[config.mk]
export PLATFORM = sky130hd
export DESIGN_NAME = line_clear_top
export DESIGN_NICKNAME = d
export VERILOG_FILES = /design/src/rtl/line_clear_pkg.sv /design/src/rtl/line_clear_ctrl.sv /design/src/rtl/line_clear_dp.sv /design/src/rtl/line_clear_top.sv
export SDC_FILE = /design/constraint.sdc
export NUM_CORES = 1
export LEC_CHECK = 0
export ABC_AREA = 0
export BUFFER_PORTS_ARGS = -buffer_cell sky130_fd_sc_hd__buf_2
export CAP_MARGIN = 40
export CORE_MARGIN = 5
export CORE_UTILIZATION = 48
export CTS_BUF_LIST = sky130_fd_sc_hd__clkbuf_4 sky130_fd_sc_hd__clkbuf_8
export CTS_CLUSTER_SIZE = 28
export DETAILED_ROUTE_END_ITERATION = 16
export PLACE_DENSITY = 0.88
export REMOVE_ABC_BUFFERS = 1
export SLEW_MARGIN = 15
export SYNTH_ARGS = -nofsm -noshare
export SYNTH_HDL_FRONTEND = slang
export SYNTH_SLANG_ARGS = --single-unit
[constraint.sdc]
create_clock -name clk -period 2.57 [get_ports clk]
set_input_delay 0.3855 -clock clk [delete_from_list [all_inputs] [get_ports clk]]
set_output_delay 0.3855 -clock clk [all_outputs]
set_load 0.02 [all_outputs]
[src/rtl/line_clear_pkg.sv]
package line_clear_pkg;

  localparam int SDA_OVR_BIT = 8;
  localparam int SCL_OVR_BIT = 9;
  localparam int SDA_LVL_BIT = 10;
  localparam int SCL_LVL_BIT = 11;

  typedef enum logic [1:0] {
    ST_IDLE  = 2'd0,
    ST_PULSE = 2'd1,
    ST_HOLD  = 2'd2,
    ST_FREE  = 2'd3
  } seqState_t;

  typedef struct packed {
    logic timerLoad;
    logic stepInc;
    logic stepClr;
    logic hostClr;
    logic seqActive;
    logic seqSclLow;
    logic seqSdaLow;
  } seqStrobe_t;

endpackage

[src/rtl/line_clear_ctrl.sv]
module line_clear_ctrl
  import line_clear_pkg::*;
#(
  parameter int PULSE_COUNT = 9,
  localparam int PULSE_STEPS = 2 * PULSE_COUNT,
  localparam int STEP_W = $clog2(PULSE_STEPS)
) (
  input  logic              clk,
  input  logic              rstN,
  input  logic              startRecover,
  input  logic              timerDone,
  input  logic [STEP_W-1:0] stepCnt,
  output seqStrobe_t        strobe,
  output logic              recoverBusy,
  output logic              recoverDone
);

  seqState_t state, stateNext;
  logic doneNext;
  logic lastPulse;

  assign lastPulse = (stepCnt == STEP_W'(PULSE_STEPS - 1));

  always_comb begin
    stateNext = state;
    doneNext  = 1'b0;
    strobe    = '0;
    strobe.seqActive = (state != ST_IDLE);
    unique case (state)
      ST_IDLE: begin
        if (startRecover) begin
          stateNext        = ST_PULSE;
          strobe.timerLoad = 1'b1;
          strobe.stepClr   = 1'b1;
          strobe.hostClr   = 1'b1;
        end
      end
      ST_PULSE: begin
        strobe.seqSclLow = stepCnt[0];
        if (timerDone) begin
          strobe.timerLoad = 1'b1;
          if (lastPulse) stateNext = ST_HOLD;
          else           strobe.stepInc = 1'b1;
        end
      end
      ST_HOLD: begin
        strobe.seqSclLow = 1'b1;
        strobe.seqSdaLow = 1'b1;
        if (timerDone) begin
          strobe.timerLoad = 1'b1;
          stateNext        = ST_FREE;
        end
      end
      ST_FREE: begin
        strobe.seqSdaLow = 1'b1;
        if (timerDone) begin
          stateNext = ST_IDLE;
          doneNext  = 1'b1;
        end
      end
      default: stateNext = ST_IDLE;
    endcase
  end

  always_ff @(posedge clk or negedge rstN) begin
    if (!rstN) begin
      state       <= ST_IDLE;
      recoverDone <= 1'b0;
    end else begin
      state       <= stateNext;
      recoverDone <= doneNext;
    end
  end

  assign recoverBusy = (state != ST_IDLE);

endmodule

[src/rtl/line_clear_dp.sv]
module line_clear_dp
  import line_clear_pkg::*;
#(
  parameter int HALF_CYCLES = 625,
  parameter int PULSE_COUNT = 9,
  parameter int SYNC_STAGES = 2,
  parameter int REG_W = 16,
  localparam int TIMER_W = $clog2(HALF_CYCLES + 1),
  localparam int STEP_W = $clog2(2 * PULSE_COUNT)
) (
  input  logic              clk,
  input  logic              rstN,
  input  seqStrobe_t        strobe,
  input  logic              regWrEn,
  input  logic [REG_W-1:0]  regWrData,
  input  logic              sclIn,
  input  logic              sdaIn,
  output logic [REG_W-1:0]  regRdData,
  output logic              sclOe,
  output logic              sdaOe,
  output logic              timerDone,
  output logic [STEP_W-1:0] stepCnt
);

  logic hostSclOvr, hostSdaOvr;
  logic [TIMER_W-1:0] timer;
  logic sclLevel, sdaLevel;
  logic unusedWrBits;

  assign unusedWrBits = ^{regWrData[REG_W-1:SCL_OVR_BIT+1], regWrData[SDA_OVR_BIT-1:0]};

  // Host override bits; the sequencer owns them while active.
  always_ff @(posedge clk or negedge rstN) begin
    if (!rstN) begin
      hostSclOvr <= 1'b0;
      hostSdaOvr <= 1'b0;
    end else if (strobe.hostClr) begin
      hostSclOvr <= 1'b0;
      hostSdaOvr <= 1'b0;
    end else if (regWrEn && !strobe.seqActive) begin
      hostSclOvr <= regWrData[SCL_OVR_BIT];
      hostSdaOvr <= regWrData[SDA_OVR_BIT];
    end
  end

  // One down-counter times every step of the sequence.
  always_ff @(posedge clk or negedge rstN) begin
    if (!rstN)                timer <= '0;
    else if (strobe.timerLoad) timer <= TIMER_W'(HALF_CYCLES - 1);
    else if (timer != '0)      timer <= timer - 1'b1;
  end
  assign timerDone = (timer == '0);

  always_ff @(posedge clk or negedge rstN) begin
    if (!rstN)               stepCnt <= '0;
    else if (strobe.stepClr) stepCnt <= '0;
    else if (strobe.stepInc) stepCnt <= stepCnt + 1'b1;
  end

  // Level synchronizers, reset to the released (high) level.
  generate
    if (SYNC_STAGES == 1) begin : g_sync1
      always_ff @(posedge clk or negedge rstN) begin
        if (!rstN) begin
          sclLevel <= 1'b1;
          sdaLevel <= 1'b1;
        end else begin
          sclLevel <= sclIn;
          sdaLevel <= sdaIn;
        end
      end
    end else begin : g_syncN
      logic [SYNC_STAGES-1:0] sclChain, sdaChain;
      always_ff @(posedge clk or negedge rstN) begin
        if (!rstN) begin
          sclChain <= '1;
          sdaChain <= '1;
        end else begin
          sclChain <= {sclChain[SYNC_STAGES-2:0], sclIn};
          sdaChain <= {sdaChain[SYNC_STAGES-2:0], sdaIn};
        end
      end
      assign sclLevel = sclChain[SYNC_STAGES-1];
      assign sdaLevel = sdaChain[SYNC_STAGES-1];
    end
  endgenerate

  always_comb begin
    regRdData              = '0;
    regRdData[SDA_OVR_BIT] = hostSdaOvr;
    regRdData[SCL_OVR_BIT] = hostSclOvr;
    regRdData[SDA_LVL_BIT] = sdaLevel;
    regRdData[SCL_LVL_BIT] = sclLevel;
  end

  assign sclOe = strobe.seqActive ? strobe.seqSclLow : hostSclOvr;
  assign sdaOe = strobe.seqActive ? strobe.seqSdaLow : hostSdaOvr;

endmodule

[src/rtl/line_clear_top.sv]
module line_clear_top
  import line_clear_pkg::*;
#(
  parameter int HALF_CYCLES = 625,
  parameter int PULSE_COUNT = 9,
  parameter int SYNC_STAGES = 2,
  parameter int REG_W = 16
) (
  input  logic             clk,
  input  logic             rstN,
  input  logic             regWrEn,
  input  logic [REG_W-1:0] regWrData,
  output logic [REG_W-1:0] regRdData,
  input  logic             startRecover,
  output logic             recoverBusy,
  output logic             recoverDone,
  input  logic             sclIn,
  input  logic             sdaIn,
  output logic             sclOe,
  output logic             sdaOe
);

  localparam int STEP_W = $clog2(2 * PULSE_COUNT);

  seqStrobe_t strobe;
  logic timerDone;
  logic [STEP_W-1:0] stepCnt;

  line_clear_ctrl #(.PULSE_COUNT(PULSE_COUNT)) ctrl_i (
    .clk(clk), .rstN(rstN), .startRecover(startRecover),
    .timerDone(timerDone), .stepCnt(stepCnt), .strobe(strobe),
    .recoverBusy(recoverBusy), .recoverDone(recoverDone)
  );

  line_clear_dp #(
    .HALF_CYCLES(HALF_CYCLES), .PULSE_COUNT(PULSE_COUNT),
    .SYNC_STAGES(SYNC_STAGES), .REG_W(REG_W)
  ) dp_i (
    .clk(clk), .rstN(rstN), .strobe(strobe), .regWrEn(regWrEn),
    .regWrData(regWrData), .sclIn(sclIn), .sdaIn(sdaIn),
    .regRdData(regRdData), .sclOe(sclOe), .sdaOe(sdaOe),
    .timerDone(timerDone), .stepCnt(stepCnt)
  );

endmodule

### Yosys cells after proc, flatten, opt, wreduce, memory -nomap -nowiden

Cells that the tools add are included.

| cells by class | value |
|---|---|
| equality and inequality tests | 9 |
| mux-type cells | 27 |
| $add $sub $neg | 2 |
| shifts and indexed selects | 0 |
| reduce and logical (&&, ||, !) cells | 11 |
| magnitude comparators | 0 |
| bitwise gates (word level) | 0 |
| divide/modulo/power cells | 0 |
| multipliers | 0 |

Operators by type and width:

| kind | number |
|---|---|
| $mux 10 | 2 |
| $mux 2 | 8 |
| $mux 1 | 12 |
| $logic_not 10->1 | 1 |
| $mux 5 | 2 |
| $reduce_bool 10->1 | 1 |
| $sub 10x1->10 const B | 1 |
| $ne 2x1->1 const B | 4 |
| $pmux 2 s4 | 1 |
| $reduce_bool 2->1 | 4 |
| $add 5x1->5 const B | 1 |
| $eq 5x5->1 const B | 1 |
| $reduce_and 5->1 | 1 |
| $eq 2x2->1 const B | 2 |
| $pmux 1 s3 | 1 |
| $eq 2x1->1 const B | 1 |
| $logic_not 2->1 | 1 |
| $ne 2x2->1 const B | 1 |
| $pmux 1 s2 | 1 |
| $reduce_or 2->1 | 1 |
| $logic_and 1x1->1 | 1 |
| $logic_not 1->1 | 1 |

| storage, ports and cells | value |
|---|---|
| input port bits | 22 |
| register bits | 24 |
| output and inout bits | 20 |
| memories kept | 0 |
| bits in writable memories | 0 |
| word-level logic and storage cells | 57 |
| ROM bits | 0 |
| latch bits | 0 |

### Longest topological paths before layout

| logic depth | value |
|---|---|
| word-level depth | 6 |
| gate-level depth with buffers | 8 |
| mapped depth without buffers | 6 |

### By module

A second synthesis with hierarchy kept.

| second synthesis, totals | value |
|---|---|
| cells, all modules | 138 |
| area, all modules | 1393.8 µm² |

Modules (own cells, without submodules):

| module | cells an instance | seq. area each (µm²) | instances | area an instance (µm²) |
|---|---|---|---|---|
| line_clear_dp | 108 | 530.5 | 1 | 1118.6 |
| line_clear_ctrl | 30 | 75.1 | 1 | 275.3 |

### Least setup slack after synthesis

OpenSTA, ideal clock, no wires.

| timing | value |
|---|---|
| path kind | reg-to-reg |
| start point | register dp_i.timer[0] |
| end point | register dp_i.stepCnt[2] |
| required time | 2493 ps |
| period minus slack after synthesis | 2378 ps |
| path buffers | 2 |
| arrival time | 2301 ps |
| slack | 192 ps |
| stages on the path, launching flop included | 9 |
| setup time | 77 ps |
| cell sequence | dfrtp_1 -> inv_1 -> ha_1 -> or4b_1 -> buf_2 -> or3_1 -> buf_6 -> or4_1 -> a21oi_1 |

| on the way | value |
|---|---|
| word-level cells in the longest chain between the ends | 4 |

Ends and longest elaborated chain:

| item | line | text |
|---|---|---|
| start: declaration | line_clear_dp.sv:26 | `logic [TIMER_W-1:0] timer;` |
| start signal: assignment | line_clear_dp.sv:49 | `else if (strobe.timerLoad) timer <= TIMER_W'(HALF_CYCLES - 1);` |
| start signal: assignment | line_clear_dp.sv:50 | `else if (timer != '0) timer <= timer - 1'b1;` |
| $logic_not 10->1 | line_clear_dp.sv:52 | `assign timerDone = (timer == '0);` |
| $mux 2 | line_clear_ctrl.sv:40 | `if (timerDone) begin` |
| $mux 1 | line_clear_ctrl.sv:29 | `unique case (state)` |
| $reduce_bool 2->1 (no line) | n/a |  |
| end signal: assignment | line_clear_dp.sv:57 | `else if (strobe.stepInc) stepCnt <= stepCnt + 1'b1;` |
| end: declaration | line_clear_dp.sv:22 | `output logic [STEP_W-1:0] stepCnt` |

No other way between the ends.
A chain may end at the register's enable or synchronous reset.

### Worst setup path after layout

| timing | value |
|---|---|
| start point | register dp_i.timer[0] |
| end point | register ctrl_i.state[1] |

| on the way | value |
|---|---|
| word-level cells in the longest chain between the ends | 3 |
| elaborated cells between the ends (all ways) | 5 |
| classes of those cells | eq/ne (3); reduce/logical (2) |

Ends and longest elaborated chain:

| item | line | text |
|---|---|---|
| $logic_not 10->1 (*) | line_clear_dp.sv:52 |  |
| $ne 2x1->1 (no line) | n/a |  |
| $reduce_and 5->1 (no line) (*) | n/a |  |
| end signal: assignment | line_clear_ctrl.sv:70 | `state <= stateNext;` |
| end: declaration | line_clear_ctrl.sv:18 | `seqState_t state, stateNext;` |

Mark *: on every way between the ends. The rest lies on a longest branch, timed or not.

==> summary.txt <==
Outcome = finished, final reports clean
ANT cells = 0
Post-Synthesis Cells = 145
Overall power = 0.0006200 W
Wl on met1 = 1135 um
Worst slew pin tran = 0.6775 ns
Util after Layout = 0.5321
Synth-to-Final Area Change = 4.925%
PortBufs = 15
Met3 WL post-DR = 182 um
Total vias in the final route = 1043
Largest net degree at the start of global routing = 25
Slew headroom = 0.5445
Reg2reg end = ctrl_i.state[1]
Worst EP arrival = 2.58 ns
Commonest cells in the synthesized netlist = 20 x dfrtp_1, 17 x buf_4, 10 x nor2_1
Routed wl met2 = 1302 um
Number of synthesized register bits = 24
Post-layout min period = 2.364 ns
DR vias/cell = 5.519
Seq/Total Area, Yosys = 0.4257
Critical Path RT = 2.79 ns
Clk_lat worst skew = 0.32 ns
Highest Clock Rate = 423.0 MHz
Number of placement rows = 19
Die area = 4153 um^2
I/O pin cnt = 42
RSZ-0062 raised after global routing = no
Slowest-stage cell, CP = or4b_1
Highest Signal Layer = met4
Synth area leader = dfrtp_1
Drt wl/cell = 13.94 um
Mean Syn Cell Area = 9.811 um^2
Skew final = 0.005917 ns
Initial Util = 0.5071
Leak pwr = 0.6437 nW
Critical path type = flop to flop
EDFF count, synth = 0
Total negative slack = 0 ns
Crit path largest cell delay = 0.48 ns
Ys flop type = dfrtp_1
Congestion Overflow GR = 0
Hold crit path type = input port to async pin
Root Buffer = clkbuf_4
Iter 0 DRT Violations = 26
Mapped cell area = 1423 um^2
CP bufs+invs = 2
Core ar. = 2805 um^2
Vias in the first global route = 982
Post-synth ARST share = 1.000
Die H = 64.44 um
DRC = 0
Final count of hold timing violations = 0
Crit path cell chain = inv_1 -> ha_1 -> or4b_1 -> buf_4 -> nor3_1 -> o221ai_1 -> mux2_2
FF-to-FF Start = dp_i.timer[0]
Netlist cell types = 40
Max Slew Vio Count = 0
Clock transition at the registers of the reported paths = 0.13 ns
TritonCTS Buffers = 3
Share of cells above drive strength 1 = 0.1962
Synth warn = 0
Die W = 64.44 um
Antenna-violating nets left = 0
Final setup vio count = 0
Max_cap viols = 0
TritonCTS clock tree = yes
Reg2reg path depth = 7
Cell Pwr Density = 415.3 nW/um^2
Synth area leaders = dfrtp_1 35%, buf_4 9.0%, ha_1 7.9%
Slack of the critical path = 0.2061 ns
Total track usage = 0.1324
Post-DP HPWL = 1944 um
RD Place Congestion = 0.8355
Critical path endpoint category = flop
Flop2flop setup slack = 0.21 ns
Initial antenna violation count = 0
Period utilization = 0.9198
Final Cell Area = 1493 um^2
1st-pass router iterations = 4
CP startpoint kind = flop
Share of the synthesized area in the top cell type = 0.3518
Cell Area, Placed = 1451 um^2
CTS H-tree lvls = 1
Clk buf depth = 2
Clock Sink Count = 24
VDD IR max = 389.1 uV
Worst-path fanout max = 6
Family with the most delay on the worst path = simple AND/OR/NAND/NOR gates
Most common cell in the synthesized netlist = dfrtp_1
First-pass GRT wire length = 4402 um
Final WL = 2635 um
Nets = 190
Post-CTS Hold Buffers = 0
Pre-CTS WS = 0.1287 ns
==> routing by layer <==
metal	vias up	global-route usage
li1	508	-
met1	502	0.1610
met2	31	0.2281
met3	2	0.04145
met4	0	0.03430
met5	-	0
==> per-stage QoR <==
step / hold slack (ns) / instances
global placement: 0.3478 / 185
floorplan: 0.08991 / 136
detailed placement: 0.3491 / 185
CTS: 0.02748 / 189
finish: 0.01386 / 189
global route: 0.04309 / 189
==> sequential cells by signal (all words and copies together) (netlist names) <==
| register | count |
|---|---|
| dp_i.g_syncN.sdaChain | 2 |
| ctrl_i.state | 2 |
| dp_i.timer | 10 |
| dp_i.stepCnt | 5 |
| dp_i.hostSdaOvr | 1 |
| dp_i.g_syncN.sclChain | 2 |
| dp_i.hostSclOvr | 1 |
| ctrl_i.recoverDone | 1 |
==> kinds of logic after synthesis <==
family                     synth area share
AOI/OAI and AO/OA                    0.1293
muxes                               0.02199
xor gates and xnor gates            0.02462
and+or+nand+nor                      0.1935
adders and majority gates           0.07916
other                              0.002636
buffers and inverters                0.1231
DFF                                  0.4257
==> report_power, final <==
group / internal (W) / total (W) / switching [W]
clock network: 0.0000867 / 0.000202 / 0.000116
logic: 0.00000492 / 0.0000334 / 0.0000285
registers: 0.000383 / 0.000384 / 0.000000893
total: 0.000475 / 0.000620 / 0.000145
==> how the worst max path moves through the flow <==
stage	start	to	slack [ns]	depth (start not counted)
6_report	dp_i.timer[0]	ctrl_i.state[1]	0.21	7
5_1_grt	dp_i.timer[0]	ctrl_i.state[1]	0.03	7
4_1_cts	dp_i.timer[0]	dp_i.stepCnt[2]	0.1	6
3_5_place_dp	dp_i.timer[0]	dp_i.stepCnt[2]	0.13	6
3_3_place_gp	dp_i.timer[0]	dp_i.stepCnt[2]	0.19	6
2_1_floorplan	dp_i.timer[0]	dp_i.stepCnt[2]	0.22	6
==> area by class of cell <==
type,instances,area (um^2)
clock buffers,4,36.28
fillers,256,1313
inverters,7,26.28
multi-input cells,105,688.2
flip-flops and latches,24,605.6
well taps,31,38.79
repair buffers,18,97.59
==> placed cells by master, fill, tap and decap left out, drive strengths merged, types with 3 or more instances in the layout <==
master,netlist,final
clkbuf,0,4
inv,7,7
a21oi,6,6
nor3,4,4
nor2,10,10
dfstp,4,4
nor2b,4,4
dfrtp,20,20
or4,3,3
xnor2,4,4
ha,9,9
conb,1,12
o21ai,6,6
o31ai,3,3
nor4,4,4
buf,20,18
nand2b,3,3
nand2,9,9
==> repair_timing <==
action,in CTS,in global routing
endpoints found under the setup margin,0,1
setup buffers,0,0
gates resized for setup,0,1
Power figures use the tool's default switching activity.
